===== config.mk =====
export PLATFORM = sky130hd
export DESIGN_NAME = tt_window_match
export DESIGN_NICKNAME = d
export VERILOG_FILES = /design/src/rtl/tt_match_pkg.sv /design/src/rtl/tt_masked_eq.sv /design/src/rtl/tt_win_match.sv /design/src/rtl/tt_window_match.sv
export SDC_FILE = /design/constraint.sdc
export NUM_CORES = 1
export LEC_CHECK = 0
export BUFFER_PORTS_ARGS = -buffer_cell sky130_fd_sc_hd__buf_2
export CAP_MARGIN = 20
export CELL_PAD_IN_SITES_DETAIL_PLACEMENT = 1
export CELL_PAD_IN_SITES_GLOBAL_PLACEMENT = 2
export CORE_ASPECT_RATIO = 0.75
export CORE_UTILIZATION = 10
export DETAILED_ROUTE_END_ITERATION = 10
export HOLD_SLACK_MARGIN = 0.12
export PLACE_DENSITY_LB_ADDON = 0.1
export SLEW_MARGIN = 25
export SYNTH_ARGS = -nofsm -noshare
export SYNTH_HDL_FRONTEND = slang
export SYNTH_HIERARCHICAL = 1
export SYNTH_SLANG_ARGS = --single-unit
export TNS_END_PERCENT = 20

===== constraint.sdc =====
create_clock -name clk_i -period 1.7 [get_ports clk_i]
set_input_delay 0.34 -clock clk_i [delete_from_list [all_inputs] [get_ports clk_i]]
set_output_delay 0.34 -clock clk_i [all_outputs]
set_load 0.005 [all_outputs]

===== src/rtl/tt_match_pkg.sv =====
package tt_match_pkg;
  localparam int CFG_W      = 32;
  localparam int ADDR_W     = 32;
  localparam int CODE_W     = 3;
  localparam int ABYTE_W    = 8;
  localparam int STAT_W     = 16;
  // config word field positions
  localparam int POS_ABASE  = 24;
  localparam int POS_AMASK  = 16;
  localparam int POS_EN     = 15;
  localparam int POS_DIR    = 9;
  localparam int POS_DIRIGN = 8;
  localparam int POS_CBASE  = 4;
  localparam int POS_CMASK  = 0;
  localparam int POS_TSTAT  = 6;
endpackage


===== src/rtl/tt_masked_eq.sv =====
module tt_masked_eq #(
  parameter int W = 8
) (
  input  logic [W-1:0] a_i,
  input  logic [W-1:0] b_i,
  input  logic [W-1:0] ign_i,
  output logic         eq_o
);
  // bit agrees or is ignored
  assign eq_o = &(~(a_i ^ b_i) | ign_i);
endmodule


===== src/rtl/tt_win_match.sv =====
module tt_win_match
  import tt_match_pkg::*;
(
  input  logic [CFG_W-1:0]  cfg_i,
  input  logic [ADDR_W-1:0] addr_i,
  input  logic [CODE_W-1:0] code_i,
  input  logic              read_i,
  output logic              hit_o
);
  logic addr_eq, code_eq, dir_eq;

  tt_masked_eq #(.W(ABYTE_W)) u_addr_eq (
    .a_i  (addr_i[ADDR_W-1 -: ABYTE_W]),
    .b_i  (cfg_i[POS_ABASE +: ABYTE_W]),
    .ign_i(cfg_i[POS_AMASK +: ABYTE_W]),
    .eq_o (addr_eq)
  );

  tt_masked_eq #(.W(CODE_W)) u_code_eq (
    .a_i  (code_i),
    .b_i  (cfg_i[POS_CBASE +: CODE_W]),
    .ign_i(cfg_i[POS_CMASK +: CODE_W]),
    .eq_o (code_eq)
  );

  tt_masked_eq #(.W(1)) u_dir_eq (
    .a_i  (read_i),
    .b_i  (cfg_i[POS_DIR]),
    .ign_i(cfg_i[POS_DIRIGN]),
    .eq_o (dir_eq)
  );

  assign hit_o = cfg_i[POS_EN] & addr_eq & code_eq & dir_eq;

  always_comb begin
    AST_DISABLED_NO_HIT: assert (cfg_i[POS_EN] !== 1'b0 || hit_o !== 1'b1);
  end
endmodule


===== src/rtl/tt_window_match.sv =====
module tt_window_match
  import tt_match_pkg::*;
#(
  parameter int NUM_WIN = 2
) (
  input  logic                          clk_i,
  input  logic                          rst_ni,
  input  logic                          valid_i,
  input  logic [NUM_WIN-1:0][CFG_W-1:0] win_cfg_i,
  input  logic [ADDR_W-1:0]             addr_i,
  input  logic [CODE_W-1:0]             code_i,
  input  logic                          read_i,
  output logic                          valid_o,
  output logic [NUM_WIN-1:0]            hit_o,
  output logic                          bypass_o,
  output logic [STAT_W-1:0]             status_o
);
  logic [NUM_WIN-1:0] hit_c;

  for (genvar g = 0; g < NUM_WIN; g++) begin : g_win
    tt_win_match u_win (
      .cfg_i (win_cfg_i[g]),
      .addr_i(addr_i),
      .code_i(code_i),
      .read_i(read_i),
      .hit_o (hit_c[g])
    );
  end

  always_ff @(posedge clk_i or negedge rst_ni) begin
    if (!rst_ni) begin
      valid_o  <= 1'b0;
      hit_o    <= '0;
      bypass_o <= 1'b0;
      status_o <= '0;
    end else begin
      valid_o <= valid_i;
      if (valid_i) begin
        hit_o    <= hit_c;
        bypass_o <= |hit_c;
        status_o <= STAT_W'(|hit_c) << POS_TSTAT;
      end
    end
  end

  AST_BYPASS_ANY_HIT: assert property (@(posedge clk_i) disable iff (!rst_ni)
    bypass_o == (|hit_o));
  AST_STATUS_TBIT: assert property (@(posedge clk_i) disable iff (!rst_ni)
    status_o == (STAT_W'(bypass_o) << POS_TSTAT));
  AST_ONE_CYCLE: assert property (@(posedge clk_i) disable iff (!rst_ni)
    valid_i |=> valid_o);
  AST_NO_SPURIOUS_VALID: assert property (@(posedge clk_i) disable iff (!rst_ni)
    !valid_i |=> !valid_o);
  AST_HOLD_IDLE: assert property (@(posedge clk_i) disable iff (!rst_ni)
    !valid_i |=> ($stable(hit_o) && $stable(bypass_o) && $stable(status_o)));
endmodule


**Word level (Yosys, flattened, before mapping)**

Cells that the tools add are included.

- Flip-flop bits (word level): 4
- Bits in latches: 0
- RAM bits: 0
- Bits in read-only memories: 0
- Output and inout bits: 20
- Word-level logic and storage cells: 32
- Memories: 0

- Add/sub/neg operators: 0
- Multiply operators: 0
- Divide/modulo/power cells: 0
- Magnitude comparators: 0
- Equality and inequality tests: 0
- Shift operators: 0
- Muxes and demuxes: 0
- Bitwise gates (word level): 24
- Reductions and logical operators: 5

Operators with widths:

| cell | number |
|---|---|
| 8-bit NOT | 2 |
| 8-bit bitwise OR | 2 |
| 8-bit AND reduction | 2 |
| 8-bit bitwise XOR | 2 |
| 1-bit bitwise AND | 6 |
| 3-bit NOT | 2 |
| 3-bit bitwise OR | 2 |
| 3-bit AND reduction | 2 |
| 3-bit bitwise XOR | 2 |
| 1-bit NOT | 2 |
| 1-bit bitwise OR | 2 |
| 2-bit OR reduction | 1 |
| 1-bit bitwise XOR | 2 |

**Logic depth before layout (Yosys ltp)**

- Depth in word-level cells: 8
- Gate-level depth with buffers: 6

**Cells and area by module**

The synthesis kept the hierarchy.

Modules (own cells, without submodules):

| module | times used | cells each | area an instance (µm²) |
|---|---|---|---|
| tt_window_match | 1 | 26 | 259.0 |
| tt_masked_eq at g_win[0].u_win.u_addr_eq ... | 2 | 13 | 107.6 |
| tt_masked_eq at g_win[0].u_win.u_code_eq ... | 2 | 7 | 47.5 |
| tt_masked_eq at g_win[0].u_win.u_dir_eq ... | 2 | 2 | 15.0 |
| tt_win_match | 2 | 1 | 8.8 |

**Least setup slack after synthesis**

No wires, ideal clock.

- Path kind: in2reg
- Start: input win_cfg_i[56] in the netlist's numbering
- End: register bypass_o
- Data arrival time: 1.165 ns
- Required time: 1.623 ns
- Setup slack: 0.457 ns
- Stages on the path: 6
- Cells stage by stage: xnor2_1 o22ai_1 nor4_2 and4_1 nor2_1 a21oi_1

- Longest elaborated chain between the ends: 8

RTL lines:

| item | line | text |
|---|---|---|
| start: declaration | tt_window_match.sv:9 | `input logic [NUM_WIN-1:0][CFG_W-1:0] win_cfg_i,` |
| 8-bit bitwise XOR | tt_masked_eq.sv:10 | `assign eq_o = &(~(a_i ^ b_i) \| ign_i);` |
| 8-bit NOT | tt_masked_eq.sv:10 |  |
| 8-bit bitwise OR | tt_masked_eq.sv:10 |  |
| 8-bit AND reduction | tt_masked_eq.sv:10 |  |
| named net g_win[1].u_win.addr_eq | tt_win_match.sv:10 | `logic addr_eq, code_eq, dir_eq;` |
| 1-bit bitwise AND (3 in a row) | tt_win_match.sv:33 | `assign hit_o = cfg_i[POS_EN] & addr_eq & code_eq & dir_eq;` |
| named net hit_c[1] | tt_window_match.sv:18 | `logic [NUM_WIN-1:0] hit_c;` |
| 2-bit OR reduction | tt_window_match.sv:40 | `bypass_o <= \|hit_c;` |
| end signal: assignment | tt_window_match.sv:40 |  |
| end: declaration | tt_window_match.sv:15 | `output logic bypass_o,` |

The timed path passes the listed nets, and every way through them passes these cells.
A chain may end at the register's enable or synchronous reset.

**Worst setup path after layout**

- Start: input addr_i[24]
- End: register bypass_o

- Longest elaborated chain between the ends: 8
- Elaborated cells between the ends (all ways): 15

RTL lines:

| item | line | text |
|---|---|---|
| start: declaration | tt_window_match.sv:10 | `input logic [ADDR_W-1:0] addr_i,` |
| 8-bit bitwise XOR | tt_masked_eq.sv:10 |  |
| 8-bit NOT | tt_masked_eq.sv:10 |  |
| 8-bit bitwise OR | tt_masked_eq.sv:10 |  |
| 8-bit AND reduction | tt_masked_eq.sv:10 |  |
| named net g_win[1].u_win.addr_eq | tt_win_match.sv:10 |  |
| 1-bit bitwise AND (3 in a row) | tt_win_match.sv:33 |  |
| named net hit_c[1] | tt_window_match.sv:18 |  |
| 2-bit OR reduction | tt_window_match.sv:40 |  |

The timed path passes the listed nets, and every way through them passes these cells.

==> out/metrics.yaml <==
hold_path.class: "in -> reg"
period_share: 0.7761
rsz0062_at_grt: "false"
routabilityCongestion: 0.6668
die_x_um: 92.69
cts_tree: "built"
setup_viol: 0
endpoint_kind: "register"
hpwl_mm: 1.991
synth_top_family_by_area: "XOR/XNOR gates"
synth_cells: 72
cp.required_ns: 1.84
gr-usage-met2: 0.1053
ir_drop_mv: 0.1194
place_area_um2: 992.2
die-area_um2: 6490
area_growth_pct: 69.17
critPathArrivalTime_ns: 1.46
min_period_ns: 1.319
top_usage_layer: "met2"
grtUsageMet1: 0.08453
syn_area_per_cell_um2: 8.567
grt_pass1_vias: 732
gr-total-overflow: 0
core_area_um2: 5886
antenna_found_initial: 0
globalRouteTotalUtil: 0.06599
cts_setup_buffers: 0
fin_util: 0.1773
cts_root_buffer: "clkbuf_8"
vias: 723
routed_wl_mm: 2.136
whs_ns: 0.3074
fp-row-count: 24
ctsResizeCount: 0
synth_compound_area_frac: 0.1217
yosysSeqAreaShare: 0.1623
initial_core_util: 0.1048
clk_pin_slew_ns: 0.03
final_antenna_net_count: 0
fin_skew_ns: 0
leakagePower_uw: 0.0005456
fin_nets: 248
hold_violations: 0
crit_fanout: 2
drc: 0
fmax_mhz: 757.9
synth_xor_area_frac: 0.3408
clockBufferDepth: 2
fin_tns_setup_ns: 0
die_height_um: 70.02
grt_max_degree: 6
crit_path_start_kind: "primary input"
h-tree-depth: 1
grt_util_met3: 0.02070
preCtsSetupSlack_ns: 0.08764
io_buffers: 69
final_cell_area_um2: 1044
synth.area.mux_share: 0.03651
synthSimpleGateAreaFrac: 0.1014
num_io_pins: 123
synth_seq_cells: 4
drive_gt1_frac: 0.5315
timing.final.ws_setup_ns: 0.3806
drt_iter0_drc: 19
clk_latency_ns: 0.22
fillers: 750
finalMaxSlewViolations: 0
critical_path_class: "in -> reg"
yosysUniqueCellTypes: 14
syn_area_um2: 616.8
yosys_warnings: 6
cts_sinks: 4
drv_cap: 0
diodes: 0
vias_per_cell: 3.271
wire_per_inst_um: 9.665
cts_made_buffers: 3
synthAdderAreaFrac: 0
firstDrtPassIters: 4
grt_pass1_wl_mm: 3.291
powerDensity_nw_per_um2: 477.7
outcome: "completed"
## power by group
part	switching (uW)	leakage, uW	internal [uW]
clock network	47.0	0.0000216	151
logic	86.0	0.000472	112
registers	2.38	0.0000519	100
## cell usage after synthesis (all sizes together)
master / instances / area share
o22ai: 8 / 0.081
dfrtp: 4 / 0.16
nand2b: 2 / 0.020
mux2: 2 / 0.037
nor2: 2 / 0.012
a222oi: 2 / 0.032
and4: 2 / 0.028
a21oi: 1 / 0.0081
nor4: 2 / 0.041
xnor2: 16 / 0.23
conb: 1 / 0.0061
inv: 6 / 0.037
buf: 16 / 0.19
xor2: 8 / 0.11
## logic make-up after synthesis
group | after synthesis
xor+xnor | 24
buf+inv | 22
compound gates | 11
simple gates | 8
flops | 4
mux | 2
other cells | 1
## state kept, by name (all words and copies together) (netlist names)
| register | cells |
|---|---|
| bypass_o | 1 |
| valid_o | 1 |
| hit_o | 2 |
## final timing paths
path	startpoint	endpoint	slack (ns)	cells after the start
max	addr_i[24]	bypass_o	0.38	7
max in group asynchronous	rst_ni	hit_o[1]	1.10	2
min in group asynchronous	rst_ni	valid_o	0.47	2
max reg2reg	hit_o[1]	hit_o[1]	0.96	1
min	valid_i	valid_o	0.31	1
min reg2reg	hit_o[0]	hit_o[0]	0.50	1
## worst max-delay path: stages
cell and delay [ns]:
buf_2 0.12, xnor2_1 0.13, o22ai_1 0.12, nor4_2 0.30
and4_1 0.26, nor2_1 0.06, a21oi_1 0.13
## placed cells by master, fill, tap and decap left out
cell            n
dfrtp_1         4
a222oi_1        2
xnor2_1        16
a21oi_1         1
nor4_2          2
clkbuf_8        3
o22ai_1         8
conb_1         15
dlygate4sd3_1   1
inv_1           6
nor2_1          2
and4_1          2
buf_2          69
nand2b_1        2
xor2_1          8
mux2_2          2
## per-layer routing
layer	wire, um	vias to the layer above
met1	950	310
met4	10	0
li1	-	355
met2	920	56
met3	255	2
met5	0	-
## layout make-up
class / count / area (um2) / share of cell area
well taps: 78 / 97.59 / 0.09353
repair buffers: 70 / 355.3 / 0.3405
inverters: 6 / 22.52 / 0.02158
flip-flops and latches: 4 / 100.1 / 0.09592
multi-input cells: 60 / 426.7 / 0.4089
clock buffers: 3 / 41.29 / 0.03957
## what timing repair did
item | 4_1_cts | 5_1_grt
hold buffers | 1 | 0
endpoints found under the setup margin | 0 | 0
endpoints found under the hold margin | 4 | 0
## through the flow
stage | std cells | total power, uW
floorplan | 86 | 220.2
global placement | 217 | 302.5
detailed placement | 217 | 305.7
CTS | 221 | 511.8
global route | 221 | 539.0
finish | 221 | 498.5
Power figures use the tool's default switching activity.
